==> config.mk <==
export PLATFORM = sky130hd
export DESIGN_NAME = chan_irq_msi
export DESIGN_NICKNAME = d
export VERILOG_FILES = /design/src/rtl/irq_msi_pkg.sv /design/src/rtl/irq_cfg_regs.sv /design/src/rtl/irq_pend_latch.sv /design/src/rtl/msi_issuer.sv /design/src/rtl/chan_irq_msi.sv
export SDC_FILE = /design/constraint.sdc
export NUM_CORES = 1
export LEC_CHECK = 0
export BUFFER_PORTS_ARGS = -buffer_cell sky130_fd_sc_hd__clkbuf_2
export CELL_PAD_IN_SITES_DETAIL_PLACEMENT = 0
export CELL_PAD_IN_SITES_GLOBAL_PLACEMENT = 1
export CORE_ASPECT_RATIO = 1.2
export CORE_UTILIZATION = 41
export DETAILED_ROUTE_END_ITERATION = 12
export GPL_ROUTABILITY_DRIVEN = 0
export PLACE_DENSITY = 0.81
export SKIP_LAST_GASP = 1
export SLEW_MARGIN = 5
export SYNTH_ARGS = -nofsm -noshare
export SYNTH_HDL_FRONTEND = slang
export SYNTH_SLANG_ARGS = --single-unit
==> constraint.sdc <==
create_clock -name clk -period 2.5 [get_ports clk]
set_clock_uncertainty 0.05 [all_clocks]
set_input_delay 0.125 -clock clk [delete_from_list [all_inputs] [get_ports clk]]
set_output_delay 0.125 -clock clk [all_outputs]
set_load 0.1 [all_outputs]
==> src/rtl/irq_msi_pkg.sv <==
package irq_msi_pkg;

    localparam int WORD_W     = 32;
    localparam int MSI_AW     = 2 * WORD_W;
    localparam int NSRC       = 2;
    localparam int IDX_W      = 3;
    localparam int SRC_STOP   = 0;
    localparam int SRC_ABORT  = 1;
    localparam int REMOTE_BIT = 8;
    localparam int SRC_W      = (NSRC > 1) ? $clog2(NSRC) : 1;

    typedef enum logic [IDX_W-1:0] {
        IDX_SETUP   = 3'd0,
        IDX_STATUS  = 3'd1,
        IDX_CLEAR   = 3'd2,
        IDX_STOP_LO = 3'd3,
        IDX_STOP_HI = 3'd4,
        IDX_ABT_LO  = 3'd5,
        IDX_ABT_HI  = 3'd6,
        IDX_MSGDATA = 3'd7
    } reg_idx_e;

    typedef struct packed {
        logic            remote;
        logic [NSRC-1:0] rem_en;
        logic [NSRC-1:0] loc_en;
        logic [NSRC-1:0] pass;
    } setup_t;

    typedef struct packed {
        logic [MSI_AW-1:0] addr;
        logic [WORD_W-1:0] data;
    } msi_msg_t;

    function automatic logic [WORD_W-1:0] setup_to_word(setup_t s);
        logic [WORD_W-1:0] w;
        w = '0;
        w[NSRC-1:0]        = s.pass;
        w[2*NSRC-1:NSRC]   = s.loc_en;
        w[3*NSRC-1:2*NSRC] = s.rem_en;
        w[REMOTE_BIT]      = s.remote;
        return w;
    endfunction

    function automatic setup_t word_to_setup(logic [WORD_W-1:0] w);
        setup_t s;
        s.pass   = w[NSRC-1:0];
        s.loc_en = w[2*NSRC-1:NSRC];
        s.rem_en = w[3*NSRC-1:2*NSRC];
        s.remote = w[REMOTE_BIT];
        return s;
    endfunction

    // Lowest index wins: stop is served before abort.
    function automatic logic [SRC_W-1:0] first_set(logic [NSRC-1:0] v);
        logic [SRC_W-1:0] r;
        r = '0;
        for (int i = NSRC - 1; i >= 0; i--) begin
            if (v[i]) r = SRC_W'(i);
        end
        return r;
    endfunction

    // Word index of the lower address half for a source.
    function automatic logic [IDX_W-1:0] addr_lo_idx(int src);
        return IDX_W'(int'(IDX_STOP_LO) + 2 * src);
    endfunction

endpackage

==> src/rtl/irq_cfg_regs.sv <==
module irq_cfg_regs
    import irq_msi_pkg::*;
(
    input  logic                          clk,
    input  logic                          rst,
    input  logic                          wr_en,
    input  logic [IDX_W-1:0]              idx,
    input  logic [WORD_W-1:0]             wdata,
    input  logic [NSRC-1:0]               pend,
    output setup_t                        setup,
    output logic [NSRC-1:0]               clr,
    output logic [NSRC-1:0][MSI_AW-1:0]   addr_tab,
    output logic [WORD_W-1:0]             msg_data,
    output logic [WORD_W-1:0]             rdata
);

    setup_t                              setup_q;
    logic [NSRC-1:0][1:0][WORD_W-1:0]    addr_q;
    logic [WORD_W-1:0]                   data_q;

    always_ff @(posedge clk) begin
        if (rst) begin
            setup_q <= '0;
            data_q  <= '0;
        end else if (wr_en) begin
            if (idx == IDX_SETUP)   setup_q <= word_to_setup(wdata);
            if (idx == IDX_MSGDATA) data_q  <= wdata;
        end
    end

    for (genvar k = 0; k < NSRC; k++) begin : g_addr
        localparam logic [IDX_W-1:0] LO_IDX = addr_lo_idx(k);
        localparam logic [IDX_W-1:0] HI_IDX = LO_IDX + IDX_W'(1);
        always_ff @(posedge clk) begin
            if (rst) begin
                addr_q[k] <= '0;
            end else if (wr_en) begin
                if (idx == LO_IDX) addr_q[k][0] <= wdata;
                if (idx == HI_IDX) addr_q[k][1] <= wdata;
            end
        end
        assign addr_tab[k] = {addr_q[k][1], addr_q[k][0]};
    end

    assign clr      = (wr_en && idx == IDX_CLEAR) ? wdata[NSRC-1:0] : '0;
    assign setup    = setup_q;
    assign msg_data = data_q;

    always_comb begin
        rdata = '0;
        case (idx)
            IDX_SETUP:   rdata = setup_to_word(setup_q);
            IDX_STATUS:  rdata[NSRC-1:0] = pend;
            IDX_CLEAR:   rdata = '0;
            IDX_STOP_LO: rdata = addr_q[SRC_STOP][0];
            IDX_STOP_HI: rdata = addr_q[SRC_STOP][1];
            IDX_ABT_LO:  rdata = addr_q[SRC_ABORT][0];
            IDX_ABT_HI:  rdata = addr_q[SRC_ABORT][1];
            IDX_MSGDATA: rdata = data_q;
            default:     rdata = '0;
        endcase
    end

endmodule

==> src/rtl/irq_pend_latch.sv <==
module irq_pend_latch
    import irq_msi_pkg::*;
(
    input  logic             clk,
    input  logic             rst,
    input  logic [NSRC-1:0]  evt,
    input  logic [NSRC-1:0]  clr,
    output logic [NSRC-1:0]  pend
);

    for (genvar k = 0; k < NSRC; k++) begin : g_src
        logic bit_q;
        always_ff @(posedge clk) begin
            if (rst) bit_q <= 1'b0;
            else     bit_q <= evt[k] | (bit_q & ~clr[k]);
        end
        assign pend[k] = bit_q;
    end

endmodule

==> src/rtl/msi_issuer.sv <==
module msi_issuer
    import irq_msi_pkg::*;
(
    input  logic                          clk,
    input  logic                          rst,
    input  logic [NSRC-1:0]               fire,
    input  logic [NSRC-1:0][MSI_AW-1:0]   addr_tab,
    input  logic [WORD_W-1:0]             msg_data,
    input  logic                          ready,
    output logic                          valid,
    output msi_msg_t                      msg
);

    logic [NSRC-1:0]  prev_q;
    logic [NSRC-1:0]  req_q;
    logic [NSRC-1:0]  rise;
    logic [NSRC-1:0]  want;
    logic [NSRC-1:0]  taken;
    logic [SRC_W-1:0] pick;
    logic             valid_q;
    logic             launch;
    msi_msg_t         msg_q;

    for (genvar k = 0; k < NSRC; k++) begin : g_edge
        assign rise[k] = fire[k] & ~prev_q[k];
    end

    assign want   = req_q | rise;
    assign pick   = first_set(want);
    assign launch = !valid_q && (|want);
    assign taken  = launch ? (NSRC'(1) << pick) : '0;

    always_ff @(posedge clk) begin
        if (rst) begin
            prev_q  <= '0;
            req_q   <= '0;
            valid_q <= 1'b0;
            msg_q   <= '0;
        end else begin
            prev_q <= fire;
            req_q  <= want & ~taken;
            if (valid_q && ready) begin
                valid_q <= 1'b0;
            end else if (launch) begin
                valid_q    <= 1'b1;
                msg_q.addr <= addr_tab[pick];
                msg_q.data <= msg_data;
            end
        end
    end

    assign valid = valid_q;
    assign msg   = msg_q;

endmodule

==> src/rtl/chan_irq_msi.sv <==
module chan_irq_msi
    import irq_msi_pkg::*;
(
    input  logic               clk,
    input  logic               rst,
    input  logic               evt_stop_i,
    input  logic               evt_abort_i,
    input  logic               cfg_wr_i,
    input  logic [2:0]         cfg_idx_i,
    input  logic [31:0]        cfg_wdata_i,
    output logic [31:0]        cfg_rdata_o,
    output logic               irq_local_o,
    output logic               msi_valid_o,
    input  logic               msi_ready_i,
    output logic [63:0]        msi_addr_o,
    output logic [31:0]        msi_data_o
);

    setup_t                        setup;
    logic [NSRC-1:0]               evt;
    logic [NSRC-1:0]               clr;
    logic [NSRC-1:0]               pend;
    logic [NSRC-1:0]               fire;
    logic [NSRC-1:0]               passed;
    logic [NSRC-1:0][MSI_AW-1:0]   addr_tab;
    logic [WORD_W-1:0]             msg_data;
    logic                          remote_mode;
    msi_msg_t                      msg;

    assign evt[SRC_STOP]  = evt_stop_i;
    assign evt[SRC_ABORT] = evt_abort_i;

    irq_cfg_regs u_regs (
        .clk      (clk),
        .rst      (rst),
        .wr_en    (cfg_wr_i),
        .idx      (cfg_idx_i),
        .wdata    (cfg_wdata_i),
        .pend     (pend),
        .setup    (setup),
        .clr      (clr),
        .addr_tab (addr_tab),
        .msg_data (msg_data),
        .rdata    (cfg_rdata_o)
    );

    irq_pend_latch u_pend (
        .clk  (clk),
        .rst  (rst),
        .evt  (evt),
        .clr  (clr),
        .pend (pend)
    );

    assign remote_mode = setup.remote;
    assign passed      = pend & setup.pass;
    assign irq_local_o = |(passed & setup.loc_en);
    assign fire        = passed & setup.rem_en & {NSRC{remote_mode}};

    msi_issuer u_msi (
        .clk      (clk),
        .rst      (rst),
        .fire     (fire),
        .addr_tab (addr_tab),
        .msg_data (msg_data),
        .ready    (msi_ready_i),
        .valid    (msi_valid_o),
        .msg      (msg)
    );

    assign msi_addr_o = msg.addr;
    assign msi_data_o = msg.data;

endmodule

==> results by group <==
Outcome
  • Outcome: completed

Yosys
  • Synthesized instance count: 1473
  • Ys async rst share: 0%
  • Post-Syn Area: 11200 sq um
  • Largest area contributor in the netlist: dfxtp_1
  • Area contributors post-synth: dfxtp_1, nand2_1, a21oi_1
  • Avg Synthesized Cell Area: 7.63 sq um
  • Seq/Total Area, Yosys: 48.1%
  • Synth Net Count: 1514
  • Synth cell types: 39
  • Synth Warn #: 0
  • Primary FF master, synth: dfxtp_1
  • Post-synth top area share: 48.1%
  • Flops & latches, synth: 270
  • Post-synth EDFFs: 0

Layout
  • Storage cell area: 5410 sq um
  • Layout cell share with drive strength beyond 1: 20.5%
  • P&R area growth vs syn: 27.7%
  • Util after Layout: 53.1%
  • Commonest non-fill, non-tap cell in the layout: nand2_1
  • Most frequent cells in the layout: nand2_1, dfxtp_1, a21oi_1
  • Final nets: 1678
  • Fillers: 2636
  • Final Instance Count excl. Fillers: 1996
  • Area of the multi-input gates: 5400 sq um
  • N_diodes: 0

Worst setup path
  • R2R Setup Slk: 430 ps
  • CP Cell Sequence: nor2b_1, a21oi_1, o21ai_0, o31ai_1, a21oi_2, buf_12
  • WP depth: 6
  • Crit path kind: flip-flop to output port
  • CP Data Arrival Time: 2040 ps
  • Reg2Reg Depth: 7
  • Crit Path Max Fanout: 5
  • Reg2reg start: u_regs.setup[6]$_SDFFE_PP0P_
  • Critical path's slowest cell: dfxtp_1
  • Family with the most delay on the worst path: compound AO/OA/AOI/OAI gates
  • Critical Path RT: 2330 ps
  • Reg2reg end: u_msi.msg[43]$_SDFFE_PP0P_
  • CP Buf/Inv Count: 1
  • Setup crit end kind: output port
  • Startpoint Class: flip-flop
  • Crit path largest cell delay: 490 ps

GRT
  • Initial antenna violation count: 0
  • Number of global-route vias before repair: 10100
  • Global Route Usage Sum: 26.2%
  • Global-route wire length before repair: 57400 microns
  • Grt ovf: 0
  • Largest net degree at the start of global routing: 79

Clocking
  • Root Buffer Master: clkbuf_16
  • Clock Sink Count: 270
  • CTS tree: yes
  • Inserted Clock Buffers: 28
  • Max clock buf depth: 3
  • Worst-skew pair later-pin latency: 540 ps
  • Hold_buf cts: 38
  • H-tree levels: 1
  • Postcts setup bufs: 0
  • Clock-pin slew on the worst setup and hold paths: 60 ps
  • Post_cts resized: 0

Placement
  • PortBufs: 170
  • Detailed Place HPWL: 24000 microns
  • # placed instances: 1909

STA
  • Final hold violations: 0
  • Slew margin rel.: 37.7%
  • Setup TNS Final: 0 ps
  • Worst-Margin Slew: 934 ps
  • Tmin final: 2210 ps
  • Tcrit/Tclk final: 88.5%
  • Max-slew violations: 0
  • Endpoints failing setup: 0
  • RSZ-0062 raised after global routing: no
  • Maximum clock frequency: 452 MHz

Detailed routing
  • Via count: 10800
  • Initial DRT Pass Iterations: 5
  • Avg WL per Cell: 18.7 microns
  • Drt total wl: 37400 microns
  • Via-to-Cell Ratio: 5.40
  • Number of remaining DRC errors: 0
  • ANT nets after route: 0
  • DR iter-0 viols: 776

Die
  • Full die area: 28100 sq um
  • Vert. Die Dim: 183 microns
  • I/O pin total: 171
  • Core footprint: 27000 sq um
  • Rows: 66
  • Die X: 153 microns
  • Initial core utilization: 41.6%

Pwr
  • Tot Pwr: 9.23 mW
  • Lkg Pwr: 5.52 nW
  • Power per Cell Area: 643 nW/um^2
  • VDD IR-drop max: 548 uV

Hold path
  • Worst hold path class: primary input to flip-flop
  • HP Start: rst
  • Hold Path Stages: 2
  • Hold EP: u_regs.msg_data[27]$_SDFFE_PP0P_

Run
  • Max cap viols: 0
-- worst max-delay path by stage --
stage          slack, ps                        startpoint                    endpoint
2_1_floorplan        -70                      cfg_idx_i[2]             cfg_rdata_o[10]
3_3_place_gp         590      u_regs.setup[6]$_SDFFE_PP0P_  u_msi.msg[70]$_SDFFE_PP0P_
3_5_place_dp         450      u_regs.setup[6]$_SDFFE_PP0P_  u_msi.msg[49]$_SDFFE_PP0P_
4_1_cts              280  u_pend.g_src[0].bit_q$_SDFF_PP0_              cfg_rdata_o[0]
5_1_grt              160  u_pend.g_src[0].bit_q$_SDFF_PP0_              cfg_rdata_o[0]
6_report             290  u_pend.g_src[0].bit_q$_SDFF_PP0_              cfg_rdata_o[0]
-- worst register-to-register path, cell delays in order, from the launching register on --
cell,delay (ps)
dfxtp_1,410
nor2b_1,200
a41oi_2,210
a21oi_4,400
buf_12,250
buf_12,170
nor2_1,60
nor4_1,210
-- cells by family (layout without fill, tap and decap cells) --
kind of cell,count (synthesis),in the layout,synth area share (%)
AO/OA/AOI/OAI,294,294,14.3
buffers and inverters,119,302,4.74
multiplexers,41,41,4.11
flip-flops,270,270,48.1
AND/OR/NAND/NOR,749,749,28.7
-- where the power goes --
group | total [mW] | internal [mW] | switching, mW
Sequential | 4.42 | 4.36 | 0.0548
Combinational | 0.708 | 0.230 | 0.478
Clock | 4.10 | 2.40 | 1.71
Total | 9.23 | 6.99 | 2.24
-- cell usage after synthesis, types with 2 or more instances --
master,instances
a21oi_1,202
a221oi_1,2
a22oi_1,26
a311oi_1,3
buf_2,24
buf_4,3
buf_6,6
clkbuf_1,84
dfxtp_1,270
inv_1,2
mux2i_1,36
mux4_2,4
nand2_1,442
nand2b_1,5
nand3_1,6
nor2_1,194
nor2_2,20
nor2b_1,5
nor3_1,3
nor4_1,44
nor4_2,20
o21ai_0,53
or2_2,3
-- area by class of cell --
cell class / instances / area share [%]
Multi-Input combinational cell: 1084 / 37.7
Clock inverter: 5 / 0.192
Sequential cell: 270 / 37.7
Tap cell: 340 / 2.97
Clock buffer: 44 / 6.15
Timing Repair Buffer: 251 / 15.3
Inverter: 2 / 0.0523
-- per-layer routing --
| metal | part of all wire, % | up-vias | global-route usage, % |
|---|---|---|---|
| met5 | 0 | - | 0 |
| met4 | 2.9 | 0 | 10.0 |
| met3 | 6.0 | 62 | 3.12 |
| met2 | 49 | 406 | 45.8 |
| met1 | 42 | 5088 | 32.8 |
| li1 | - | 5224 | - |
-- sequential cells by signal, summed over array words and instances (netlist names) --
name and flops:
u_msi.valid 1, u_msi.msg 96, u_regs.setup 7, u_pend.g_src.bit_q 2
u_regs.msg_data 32, u_regs.addr_tab 128, u_msi.req_q 2, u_msi.prev_q 2
-- through the flow --
stage	instance area (sq um)	setup WS, ps	hold slack, ps
2_1_floorplan	11300	-67.2	192
3_3_place_gp	13100	586	286
3_5_place_dp	13100	450	297
4_1_cts	14300	279	71.6
5_1_grt	14300	162	91.7
6_report	14300	288	81.3
Note: power is estimated with default switching activity, not from simulation.
